### src/rtl/byte_link_pkg.sv
package byte_link_pkg;
  typedef struct packed {
    logic start;      // select seen falling
    logic finish;     // select seen rising after a start
    logic sampleBit;  // rising serial clock while selected
    logic shiftOut;   // falling serial clock while selected
    logic acceptTx;   // response byte load accepted
  } linkStrobes_t;
endpackage

### src/rtl/byte_link_sync.sv
module byte_link_sync #(
  parameter int W = 1,
  parameter int STAGES = 2,
  parameter logic [W-1:0] RST_VAL = '0
) (
  input  logic         clk,
  input  logic         rstN,
  input  logic [W-1:0] asyncIn,
  output logic [W-1:0] syncOut
);
  logic [W-1:0] chain [STAGES];

  always_ff @(posedge clk or negedge rstN) begin
    if (!rstN) begin
      for (int i = 0; i < STAGES; i++) chain[i] <= RST_VAL;
    end else begin
      chain[0] <= asyncIn;
      for (int i = 1; i < STAGES; i++) chain[i] <= chain[i-1];
    end
  end

  assign syncOut = chain[STAGES-1];
endmodule

### src/rtl/byte_link_ctrl.sv
module byte_link_ctrl
  import byte_link_pkg::*;
(
  input  logic         clk,
  input  logic         rstN,
  input  logic         sckS,
  input  logic         selS,
  input  logic         txLoad,
  output linkStrobes_t strobes,
  output logic         active,
  output logic         txReady
);
  logic sckPrev, selPrev;
  logic sckRise, sckFall, selFall, selRise;

  always_ff @(posedge clk or negedge rstN) begin
    if (!rstN) begin
      sckPrev <= 1'b0;
      selPrev <= 1'b1;
      active  <= 1'b0;
    end else begin
      sckPrev <= sckS;
      selPrev <= selS;
      if (selFall)      active <= 1'b1;
      else if (selRise) active <= 1'b0;
    end
  end

  assign sckRise = sckS & ~sckPrev;
  assign sckFall = ~sckS & sckPrev;
  assign selFall = ~selS & selPrev;
  assign selRise = selS & ~selPrev;

  assign txReady = selS & ~active;

  always_comb begin
    strobes.start     = selFall;
    strobes.finish    = selRise & active;
    strobes.sampleBit = sckRise & ~selS & active;
    strobes.shiftOut  = sckFall & ~selS & active;
    strobes.acceptTx  = txLoad & txReady;
  end
endmodule

### src/rtl/byte_link_dpath.sv
module byte_link_dpath
  import byte_link_pkg::*;
#(
  parameter int DATA_W = 8
) (
  input  logic              clk,
  input  logic              rstN,
  input  linkStrobes_t      strobes,
  input  logic              dinS,
  input  logic [DATA_W-1:0] txByte,
  output logic              dataOut,
  output logic [DATA_W-1:0] rxByte,
  output logic              rxValid
);
  logic [DATA_W-1:0] rxShift, txShift, txHold;

  always_ff @(posedge clk or negedge rstN) begin
    if (!rstN) begin
      rxShift <= '0;
      txShift <= '0;
      txHold  <= '0;
      rxByte  <= '0;
      rxValid <= 1'b0;
    end else begin
      if (strobes.acceptTx) txHold <= txByte;

      if (strobes.start)          rxShift <= '0;
      else if (strobes.sampleBit) rxShift <= {rxShift[DATA_W-2:0], dinS};

      // Received bits enter the transmit shift at its bottom, so they
      // reappear on the output one byte later.
      if (strobes.start)         txShift <= txHold;
      else if (strobes.shiftOut) txShift <= {txShift[DATA_W-2:0], rxShift[0]};

      rxValid <= strobes.finish;
      if (strobes.finish) rxByte <= rxShift;
    end
  end

  assign dataOut = txShift[DATA_W-1];
endmodule

### src/rtl/byte_link_slave.sv
module byte_link_slave
  import byte_link_pkg::*;
#(
  parameter int DATA_W = 8,
  parameter int SYNC_STAGES = 2
) (
  input  logic              clk,
  input  logic              rstN,
  input  logic              sckIn,
  input  logic              selN,
  input  logic              dataIn,
  output logic              dataOut,
  output logic              dataOutEn,
  input  logic [DATA_W-1:0] txByte,
  input  logic              txLoad,
  output logic              txReady,
  output logic [DATA_W-1:0] rxByte,
  output logic              rxValid
);
  localparam int PINS = 3;
  localparam logic [PINS-1:0] PIN_RST = 3'b010; // select idles high

  logic [PINS-1:0] pinSync;
  linkStrobes_t    strobes;
  logic            active;

  byte_link_sync #(.W(PINS), .STAGES(SYNC_STAGES), .RST_VAL(PIN_RST)) syncU (
    .clk(clk), .rstN(rstN),
    .asyncIn({sckIn, selN, dataIn}),
    .syncOut(pinSync)
  );

  byte_link_ctrl ctrlU (
    .clk(clk), .rstN(rstN),
    .sckS(pinSync[2]), .selS(pinSync[1]),
    .txLoad(txLoad),
    .strobes(strobes), .active(active), .txReady(txReady)
  );

  byte_link_dpath #(.DATA_W(DATA_W)) dpathU (
    .clk(clk), .rstN(rstN),
    .strobes(strobes), .dinS(pinSync[0]),
    .txByte(txByte),
    .dataOut(dataOut), .rxByte(rxByte), .rxValid(rxValid)
  );

  assign dataOutEn = active;
endmodule

### config.mk
export PLATFORM = sky130hd
export DESIGN_NAME = byte_link_slave
export DESIGN_NICKNAME = d
export VERILOG_FILES = /design/src/rtl/byte_link_pkg.sv /design/src/rtl/byte_link_sync.sv /design/src/rtl/byte_link_ctrl.sv /design/src/rtl/byte_link_dpath.sv /design/src/rtl/byte_link_slave.sv
export SDC_FILE = /design/constraint.sdc
export NUM_CORES = 1
export LEC_CHECK = 0
export ABC_AREA = 1
export BUFFER_PORTS_ARGS = -buffer_cell sky130_fd_sc_hd__buf_2
export CORE_MARGIN = 2
export CORE_UTILIZATION = 40
export DETAILED_ROUTE_END_ITERATION = 7
export PLACE_DENSITY = 0.68
export SETUP_SLACK_MARGIN = 0.3
export SKIP_CTS_REPAIR_TIMING = 1
export SYNTH_ARGS = -nofsm -noshare
export SYNTH_HDL_FRONTEND = slang
export SYNTH_SLANG_ARGS = --single-unit
### constraint.sdc
create_clock -name clk -period 4.32 [get_ports clk]
set_input_delay 0.432 -clock clk [delete_from_list [all_inputs] [get_ports clk]]
set_output_delay 0.432 -clock clk [all_outputs]
set_load 0.03 [all_outputs]
==> results of run 1 <==
how the worst min path moves through the flow:
| stage | cells past startpoint | end | slack, ns |
|---|---|---|---|
| after floorplan | 0 | ctrlU.active | 0.14 |
| after global placement | 0 | syncU.syncOut[2] | 0.33 |
| after detailed placement | 0 | syncU.syncOut[0] | 0.34 |
| after CTS | 1 | syncU.chain[4] | 0.23 |
| after global routing | 1 | syncU.chain[4] | 0.23 |
| final | 1 | syncU.chain[4] | 0.24 |
sequential cells by signal (all words and copies together), names as in the netlist:
register / flops
dpathU.txShift: 8
dpathU.rxShift: 8
ctrlU.selPrev: 1
syncU.chain: 3
dpathU.txHold: 8
syncU.syncOut: 3
ctrlU.sckPrev: 1
ctrlU.active: 1
dpathU.rxValid: 1
dpathU.rxByte: 8
worst max-delay path: stages, from the launching register on:
cell and delay (ns):
dfstp_2 0.61, inv_2 0.07, nor2_4 0.22, buf_2 0.25
per-layer routing:
layer / vias up / global-route usage, % / wire, um
li1: 650 / - / -
met1: 581 / 18.2 / 1420
met2: 27 / 20.0 / 1330
met3: 2 / 3.90 / 117
met4: 0 / 5.34 / 19
met5: - / 0 / 0
layout make-up:
class                   instances  share of cell area [%]
clock buffers                   8                    4.04
inverters                      15                    2.84
multi-input cells             131                    30.3
flip-flops and latches         42                    53.2
well taps                      52                    3.28
repair buffers                 25                    6.31
power by group through the flow:
stage	logic, mW	registers (mW)	clock network (mW)
6_report	0.0996	0.453	0.235
3_3_place_gp	0.0994	0.458	0
2_1_floorplan	0.0636	0.463	0
3_5_place_dp	0.102	0.459	0
5_1_grt	0.118	0.456	0.258
4_1_cts	0.102	0.452	0.241
kinds of logic (layout without fill, tap and decap cells):
| kind of cell | Yosys count | in the layout | synth area share (%) |
|---|---|---|---|
| flip-flops | 42 | 42 | 60.5 |
| AO/OA/AOI/OAI | 10 | 10 | 2.87 |
| buffers and inverters | 20 | 48 | 5.02 |
| AND/OR/NAND/NOR | 119 | 119 | 30.2 |
| adder cells (fa/ha/maj) | 2 | 2 | 1.43 |
placed cells by master (no fill, tap or decap), drive strengths merged:
master,Yosys,final
buf,4,25
dfstp,3,3
nor2,11,11
inv,15,15
o21ai,10,10
nand3,23,23
clkbuf,1,8
dfrtp,39,39
nand2,85,85
ha,2,2
==> metrics list, run 1 <==
* Status: finished, final reports clean
- Final hold violation count: 0
- Buffer depth of the longest clock path: 2
- Clock Root Buffer: clkbuf_8
- The share of total power dissipated in the clock network is 29.8%.
* Overflow left after global routing: 0
* Switching component of the power: 0.208 mW
* Final period utilization: 43.5%
- Power density normalized to cell area: 397 mW/mm2
* Max-cap check violation count: 0
- Chip height: 70.0 um
- Cell types with the largest area share after synthesis: dfrtp_1 (56%), nand2_1 (17%), nand3_1 (6.6%)
- Number of DRC markers after the initial detailed-route iteration: 51
- The synthesized design contains 0 enable-type register cells.
* Worst Setup Slack, final: 2.44 ns
- DP Wirelength: 1970 um
- Final net count: 236
- The count of nets left with antenna violations once routing finished came out at 0.
- The first global-routing pass estimated 5210 um of wire.
- Non-filler cells in the finished layout: 273
- Setup repair after global routing left no endpoint under its margin.
* Die width: 70.0 um
- The initialized floorplan defines 24 standard-cell rows.
- Maximum achievable frequency: 532 MHz
- The placed instances occupy a cell area of 0.00190 mm2.
- The average instance in the mapped netlist occupies 9.04 um2.
- The via count of the first global-routing pass is 1180.
* Gate count after technology mapping: 193
- The setup path with the least slack is of type reg2out.
* Top cells by count, synth: nand2_1 (81), dfrtp_1 (39), nand3_1 (23), inv_1 (12)
* Worst hold path type: in2reg
* CTS tree: built
* Share of Yosys cell area claimed by the top area cell type: 56.0%
* Static leakage power: 1.11 nW
- Total power of the final layout: 0.787 mW
- Port buffering added 25 buffers.
* Number of antenna repair diodes: 0
- Post-DR wirelength/cell: 10.6 um
* Die area: 0.00490 mm2
* Slew @ Worst Pin: 0.906 ns
- Power Internal: 0.579 mW
- Element type at the critical path end: primary output
- The H-tree generated during clock tree synthesis spans 2 levels.
- Capturing element of the worst setup path: txReady
- Combinational logic burns 12.7% of the power.
- Launch point of the critical path: syncU.syncOut[1]
- Placeable core region: 0.00426 mm2
- Sequential group share of total power: 57.5%
* Sw Ratio: 26.4%
- Fill cells in the final layout number 429.
* Most common cell in the netlist: nand2_1
- Initial cell density of the core: 40.9%
- Maximum net fanout on the critical path: 10
- Post-synthesis cell type count: 18
- Final Util: 46.5%
* Number of detailed-route iterations in the first pass: 5
* Clock buffer count from CTS: 5
- Reg-to-Reg Start: syncU.syncOut[1]
- Top_reg_cell synth: dfrtp_1
* Maximum number of pins on one net before global-route repair: 43
- In the final layout, the multi-input gates occupy 602 um2.
* Setup violation total in the final timing report: 0
- After clock tree synthesis, the clock-pin slew on the worst setup and hold paths is 0.07 ns.
- Max Slew Vio Count: 0
- For the worst flop-to-flop path, the logic depth is 6.
- Across all layers, the routed design uses 1260 vias.
- STA puts the critical path data arrival time at 1.45 ns.
* Post-detailed-route via-to-cell ratio: 4.62
- Total global-route track usage: 13.3%
* Hold slack: 0.241 ns
- The startpoint identified for the worst hold timing path is selN.
- After synthesis the netlist holds a flip-flop and latch count of 42.
* Share of synthesized area occupied by flip-flops and latches: 60.5%
- Clock tree sinks: 42
* Min Tclk post-route: 1.88 ns
- Worst slack, placed: 2.55 ns
- Data on the critical path is required at its endpoint by 3.89 ns.
- Number of placed cells counting well taps: 265
- Last weighted congestion value of the routability-driven placer: 0.825
* Worst rel slew slack: 39.6%
* Fraction of layout instances using a drive strength above 1: 19.5%
- The routed design has 2890 um of wire.
- For the final database, setup skew stands at 0.00487 ns.
- Across all register-to-register paths, the minimum setup slack is 2.55 ns.
- VDD IR max: 0.226 mV
* Setup TNS: 0 ns
* Post-synth ARST share: 100%
- Biggest area consumer among synthesized cells: dfrtp_1
- The Yosys step of the flow raised 0 warnings.
- The worst register-to-register path ends at dpathU.txShift[6].
* Residual DRC: 0
- Antenna violations before repair: 0
- The sequential cells in the finished layout cover a total of 0.00105 mm2.
* # IOs: 26
* P&R area growth vs syn: 13.7%
- Finished layout cell area: 0.00198 mm2
- Startpoint type of the worst setup path: flop
- Skew-Pair Late Insertion Delay: 0.29 ns
* Netlist area before placement: 0.00174 mm2
* Total nets after synthesis: 209
Power figures use the tool's default switching activity.
==> run 2, diff against run 1 <==
- PLACE_DENSITY: 0.68 -> 0.71
- clock period: 4.32 -> 1.7 ns (I/O delays scaled with it)
==> run 2 against run 1 <==
  * Sequential power rose to 2.5 times the previous value
  * Sequential cell count unchanged
  * First-iteration DRC count is 55% higher
  * Critical path depth stayed put
  * Register-to-register slack got worse by 2.2 ns
  * Final cell count increased by 4.0%
  * Final area grew 6.9%
  * Clock-buffer cell count unchanged
  * Worst hold slack got worse by 0.13 ns
  * Sequential share of layout area shrank 3.4 points
  * Global-route usage increased by 0.57 points
  * Setup slack worse by 2.1 ns
  * Critical path type unchanged
  * Largest cell class unchanged
==> metrics list, run 2 (synthesized netlist as in run 1, its figures left out) <==
- The CTS buffer count is 5 (unchanged).
- The count of inserted antenna diode cells is 0 (unchanged).
* Wire length of the first global-routing pass: 5400 um (+3.7%)
* Static leakage power: 1.16 nW (+5.3%)
- The clock-pin slew reported for the worst setup and hold paths after clock tree synthesis is 0.07 ns (about the same).
* Skew final: 0.00882 ns (+0.00394 ns)
- The path class of the tightest hold or removal check is in2reg.
* Setup TNS: 0 ns (unchanged)
- The final net count is 247 (+4.7%).
- Commonest cells after routing, fill and taps aside: nand2_1 (80), dfrtp_1 (39), buf_2 (24)
- Leaving out fill and tap cells, the most frequent cell in the layout is nand2_1.
- The number of rows in the core area is 24 (unchanged).
- Clock Root Buffer: clkbuf_8
- The number of antenna violations at the first check in global routing was 0 (unchanged).
- Number of vias in the routed layout: 1284 (+1.9%)
- Clock tree sinks: 42 (unchanged)
- Required time of the critical path: 1.53 ns (-2.36 ns)
- The post-route DRC violation count came to 0 (unchanged).
- Maximum achievable frequency: 717 MHz
- Maximum net fanout on the critical path: 6 (-4)
* Min Tclk post-route: 1.40 ns
- The residual antenna-violating net count after detailed routing is 0 (unchanged).
* Last weighted congestion value of the routability-driven placer: 0.810 (-1.8%)
- Walking the worst path, the cells encountered are inv_2, nor2_4, buf_6.
- Detail Route met2 WL: 1260 um (-4.9%)
- The maximum vdd drop came to 0.619 mV (+170%).
* Setup violation total in the final timing report: 0 (unchanged)
- Overflow left after global routing: 0 (unchanged)
- Critical Path Max Stage Delay: 0.54 ns (-0.07 ns)
- The average routed wire per standard cell came to 10.2 um (-3.2%).
- The number of filler instances in the final layout was 412 (-4.0%).
- DP Wirelength: 2040 um (+3.6%)
- Die area: 0.00490 mm2 (unchanged)
- The DRC violation total after the first TritonRoute iteration came to 79 (+55%).
- Number of detailed-route iterations in the first pass: 4 (-1)
- The slew at the pin closest to its max-slew limit came to 0.488 ns (-0.418 ns).
- Among all stages on the critical path, the largest delay is contributed by dfstp_2.
- Crit path kind: reg2out
- The routed length on met3 was 143 um (+22%).
* Max-cap check violation count: 0 (unchanged)
- The all-layer global routing usage was 13.9% (+0.57 points).
- The power density over the cells was 957 mW/mm2 (+140%).
- Buffer depth of the longest clock path: 2 (unchanged)
- Skew-Pair Late Insertion Delay: 0.29 ns (about the same)
- Relative to the synthesized area, the layout overhead comes to 21.5%.
- The headroom to the max-slew limit is 67.4% (+28 points).
- TritonCTS built the clock tree.
* Fraction of layout instances using a drive strength above 1: 23.3% (+3.8 points)
* RSZ-0062 raised after global routing: true
* Chip height: 70.0 um (unchanged)
- Status: finished, final reports clean
* Max Slew Vio Count: 0 (unchanged)
- Placeable core region: 0.00426 mm2 (unchanged)
- Arrival time at the worst endpoint: 1.23 ns (-0.22 ns)
- # IOs: 26 (unchanged)
* Die width: 70.0 um (unchanged)
- Startpoint type of the worst setup path: flop
* Hold slack: 0.115 ns (-0.126 ns)
* Finished layout cell area: 0.00212 mm2 (+6.9%)
* Count of buffers inserted at the top-level ports: 25 (unchanged)
- Via count of the first global-routing pass: 1209 (+2.5%)
- The worst setup path is captured at a primary output.
- Final period utilization: 82.1%
* Uppermost signal routing layer after detailed routing: met4
* Wire length the detailed router placed on met1: 1460 um (+2.6%)
* H-tree lvl count: 2 (unchanged)
- Routed wire length: 2910 um (+0.73%)
* Placed standard-cell area: 0.00195 mm2 (+2.2%)
- Post-detailed-route via-to-cell ratio: 4.52 (-2.0%)
- The largest net degree at the start of global routing is 23 (-47%).
* Final hold violation count: 0 (unchanged)
- Initial cell density of the core: 40.9% (unchanged)
-- run 2: power by group --
part,internal [mW],total (mW),leakage [nW],switching (mW)
sequential,1.09,1.15,0.546,0.0548
clock,0.291,0.590,0.0395,0.299
combinational,0.117,0.290,0.579,0.173
total,1.50,2.03,1.16,0.527
-- run 2: path summary, 6_finish.rpt --
kind                                   from           endpoint  slack (ns)  cells past startpoint
min in group asynchronous              rstN  dpathU.txShift[1]        0.37                      2
min reg2reg                  syncU.chain[3]   syncU.syncOut[0]        0.35                      0
min                               txByte[2]   dpathU.txHold[2]        0.12                      3
max                        syncU.syncOut[1]            txReady        0.30                      3
max reg2reg                   ctrlU.selPrev   dpathU.rxByte[7]        0.39                      6
max in group asynchronous              rstN  dpathU.txShift[0]        0.83                      3
-- run 2: stage by stage --
step	setup slack [ns]	total power, mW	instances	utilization [%]
floorplan	0.296	1.34	193	-
global placement	0.234	1.42	268	45.6
detailed placement	0.221	1.43	268	45.6
CTS	0.177	2.03	276	47.5
global route	0.244	2.16	284	49.7
finish	0.305	2.03	284	49.7
-- run 2: layout make-up --
type | count | area, um2 | area share, %
clock buffers | 8 | 80.1 | 3.78
flip-flops and latches | 42 | 1050 | 49.8
well taps | 52 | 65.1 | 3.07
inverters | 15 | 61.3 | 2.89
multi-input cells | 131 | 622 | 29.3
repair buffers | 36 | 236 | 11.2
-- run 2: metal layers --
metal | GRT usage (%) | vias up
met5 | 0 | -
met4 | 5.13 | 0
met3 | 4.47 | 6
met2 | 21.1 | 32
met1 | 18.8 | 575
li1 | - | 671
-- run 2: critical path: cells and delay by family (launching register included) --
family        cells  cell delay, ns
buf+inv           2            0.22
flops             1            0.54
simple gates      1            0.19
==> run 3, diff against run 2 <==
- clock period: 1.7 -> 1.19 ns (I/O delays scaled with it)
==> run 3 against run 2 <==
  * The run now ends with setup timing left
  * Clock-buffer cell count decreased by 2
  * Sequential share of layout area decreased by 7.9 points
  * Critical path depth unchanged
  * Utilization increased by 9.5 points
  * First-iteration DRC count decreased by 62%
  * Routed wire length increased by 15%
  * Final cell count increased by 4.9%
  * Combinational power increased by 86%
  * Global-route usage increased by 0.37 points
  * Register-to-register slack got worse by 0.53 ns
  * Worst hold slack got worse by 0.059 ns
==> metrics list, run 3 (synthesized netlist as in run 1, its figures left out) <==
- The flip-flop and latch area is 0.00106 mm2 (+0.12%).
* Number of vias in the routed layout: 1362 (+6.1%)
- Row Count: 24 (unchanged)
- Finished layout cell area: 0.00252 mm2 (+19%)
- The delay of the slowest cell on the worst path was 0.57 ns (+0.03 ns).
* Static leakage power: 1.31 nW (+13%)
- Clock slew seen by the registers of the worst setup and hold paths: 0.08 ns (about the same)
- Multi-input gate area: 758 um2 (+22%)
- Overflow left after global routing: 0 (unchanged)
- Power density normalized to cell area: 1420 mW/mm2 (+48%)
- Skew final: 0.00567 ns (-0.00315 ns)
* Count of buffers inserted at the top-level ports: 25 (unchanged)
* RSZ-0062 raised after global routing: true
* Count of fill cells added during filler insertion: 349 (-15%)
- The hold violation total from the final report is 0 (unchanged).
- Placeable core region: 0.00426 mm2 (unchanged)
- The headroom to the max-slew limit was 72.6% (+5.2 points).
- Startpoint of the tightest hold check path: txByte[1]
- Leading cell type in the layout, fill and taps excluded: nand2_1
- TritonCTS built the clock tree.
* Residual DRC: 0 (unchanged)
- The maximum vdd drop was 0.818 mV (+32%).
- Worst hold path type: in2reg
- The fraction of final layout cells with drive strength greater than 1 was 39.0% (+16 points).
* Die width: 70.0 um (unchanged)
* Worst Setup Slack, final: -0.157 ns (-0.462 ns)
- The worst setup path is captured at a primary output.
* CP Cell Sequence: inv_4, nor2_4, buf_6
- H-tree lvl count: 2 (unchanged)
- # IOs: 26 (unchanged)
- The number of setup violations in the final report came to 26 (+26).
- Startpoint type of the worst setup path: flop
* Status: finished, violations left
- The count of inserted antenna diode cells is 0 (unchanged).
- Arrival time at the worst endpoint: 1.23 ns (about the same)
- Buffer depth of the longest clock path: 2 (unchanged)
* Routed wire length: 3340 um (+15%)
- In the layout the commonest cells are nand2_1 (66), dfrtp_1 (38), nand3_1 (20).
- The depth of the worst register-to-register path is 7 (+1).
- The path with the worst hold slack has its endpoint at dpathU.txHold[1].
- The largest net degree at the start of global routing was 27 (+17%).
- Max-cap check violation count: 0 (unchanged)
- The largest driver fanout on the critical path was 4 (-2).
- Initial cell density of the core: 40.9% (unchanged)
- Placed standard-cell area: 0.00202 mm2 (+3.9%)
- Max Slew Vio Count: 0 (unchanged)
* Final net count: 261 (+5.7%)
* Via count of the first global-routing pass: 1235 (+2.2%)
- The minimum setup slack among reg-to-reg paths came to -0.14 ns (-0.53 ns).
* Skew-Pair Late Insertion Delay: 0.29 ns (about the same)
* Cell count of the worst hold path: 3 (unchanged)
- The final reports fail on setup timing.
* Cell with the largest stage delay on the worst path: dfstp_2
- Clock Root Buffer: clkbuf_8
* Number of DRC markers after the initial detailed-route iteration: 30 (-62%)
- The endpoint identified for the worst register-to-register timing path is dpathU.txShift[5].
- The per-cell via count in the routed design came to 4.57 (+1.1%).
- Antenna violations before repair: 0 (unchanged)
- The average routed wire per standard cell was 11.2 um (+9.6%).
* Final period utilization: 113%
* Slew @ Worst Pin: 0.411 ns (-0.0773 ns)
* DP Wirelength: 2100 um (+3.2%)
- Number of detailed-route iterations in the first pass: 4 (unchanged)
- In this run the critical register-to-register path is launched from syncU.syncOut[1].
* Die area: 0.00490 mm2 (unchanged)
* Wire length of the first global-routing pass: 5520 um (+2.2%)
- Crit path kind: reg2out
- Final Util: 59.2% (+9.5 points)
- Number of nets with antenna violations after routing: 0 (unchanged)
* Clock tree sinks: 42 (unchanged)
* Clock buffer count from CTS: 5 (unchanged)
- The all-layer global routing usage came to 14.3% (+0.37 points).
- P&R area growth vs syn: 44.7%
* Min Tclk post-route: 1.35 ns
- Timing would allow up to 743 MHz.
- Chip height: 70.0 um (unchanged)
- The final weighted congestion in routability-driven placement was 0.795 (-1.9%).
- Required time of the critical path: 1.07 ns (-0.46 ns)
run 3: cell count changes in the layout (fill, tap and decap cells not counted), moves of 4 or more:
cell / before / now
nor2_4: 1 / 7
nand2_2: 2 / 11
buf_6: 1 / 12
nor2_1: 6 / 2
buf_2: 24 / 13
nand2_1: 80 / 66
nand2_4: 3 / 7
buf_4: 6 / 18
run 3: layout make-up:
type,instances,share of cell area [%]
multi-input combinational,131,30.0
clock inverter,2,2.38
tap,52,2.58
sequential,42,41.8
clock buffer,6,3.27
inverter,15,2.63
timing repair buffer,50,17.3
run 3: metal layers:
| metal | up-vias | wire length, um | global-route usage, % |
|---|---|---|---|
| met1 | 621 | 1500 | 18.3 |
| li1 | 705 | - | - |
| met4 | 0 | 46 | 6.20 |
| met5 | - | 0 | 0 |
| met2 | 29 | 1670 | 21.8 |
| met3 | 7 | 131 | 5.19 |
run 3: how the worst max path moves through the flow:
stage,end,cells after the start,slack [ns],from
floorplan,dpathU.txShift[7],8,-0.18,syncU.syncOut[1]
global placement,dpathU.txShift[2],6,-0.13,syncU.syncOut[1]
detailed placement,dpathU.txShift[6],6,-0.14,syncU.syncOut[1]
CTS,txReady,3,-0.31,syncU.syncOut[1]
global route,txReady,3,-0.20,syncU.syncOut[1]
finish,txReady,3,-0.16,syncU.syncOut[1]
run 3: stage by stage:
stage / worst slack [ns] / total power [mW] / std cells / hold WS (ns) / setup TNS (ns)
global placement: -0.125 / 2.06 / 273 / 0.0665 / -1.40
global route: -0.204 / 3.76 / 298 / 0.0509 / -3.89
detailed placement: -0.137 / 2.08 / 273 / 0.0709 / -1.75
CTS: -0.314 / 3.46 / 281 / -0.252 / -2.54
finish: -0.157 / 3.57 / 298 / 0.0563 / -2.01
floorplan: -0.182 / 1.93 / 193 / -0.177 / -3.79
run 3: where the power goes:
group / switching (mW) / internal (mW) / leakage [nW] / total (mW)
Clock: 0.478 / 0.895 / 0.0714 / 1.37
Combinational: 0.294 / 0.246 / 0.699 / 0.540
Sequential: 0.0992 / 1.56 / 0.544 / 1.66
run 3: critical path: cells and delay by family, from the launching register on:
family / cells / cell delay [ns]
buffers and inverters: 2 / 0.20
flip-flops: 1 / 0.57
AND/OR/NAND/NOR: 1 / 0.16
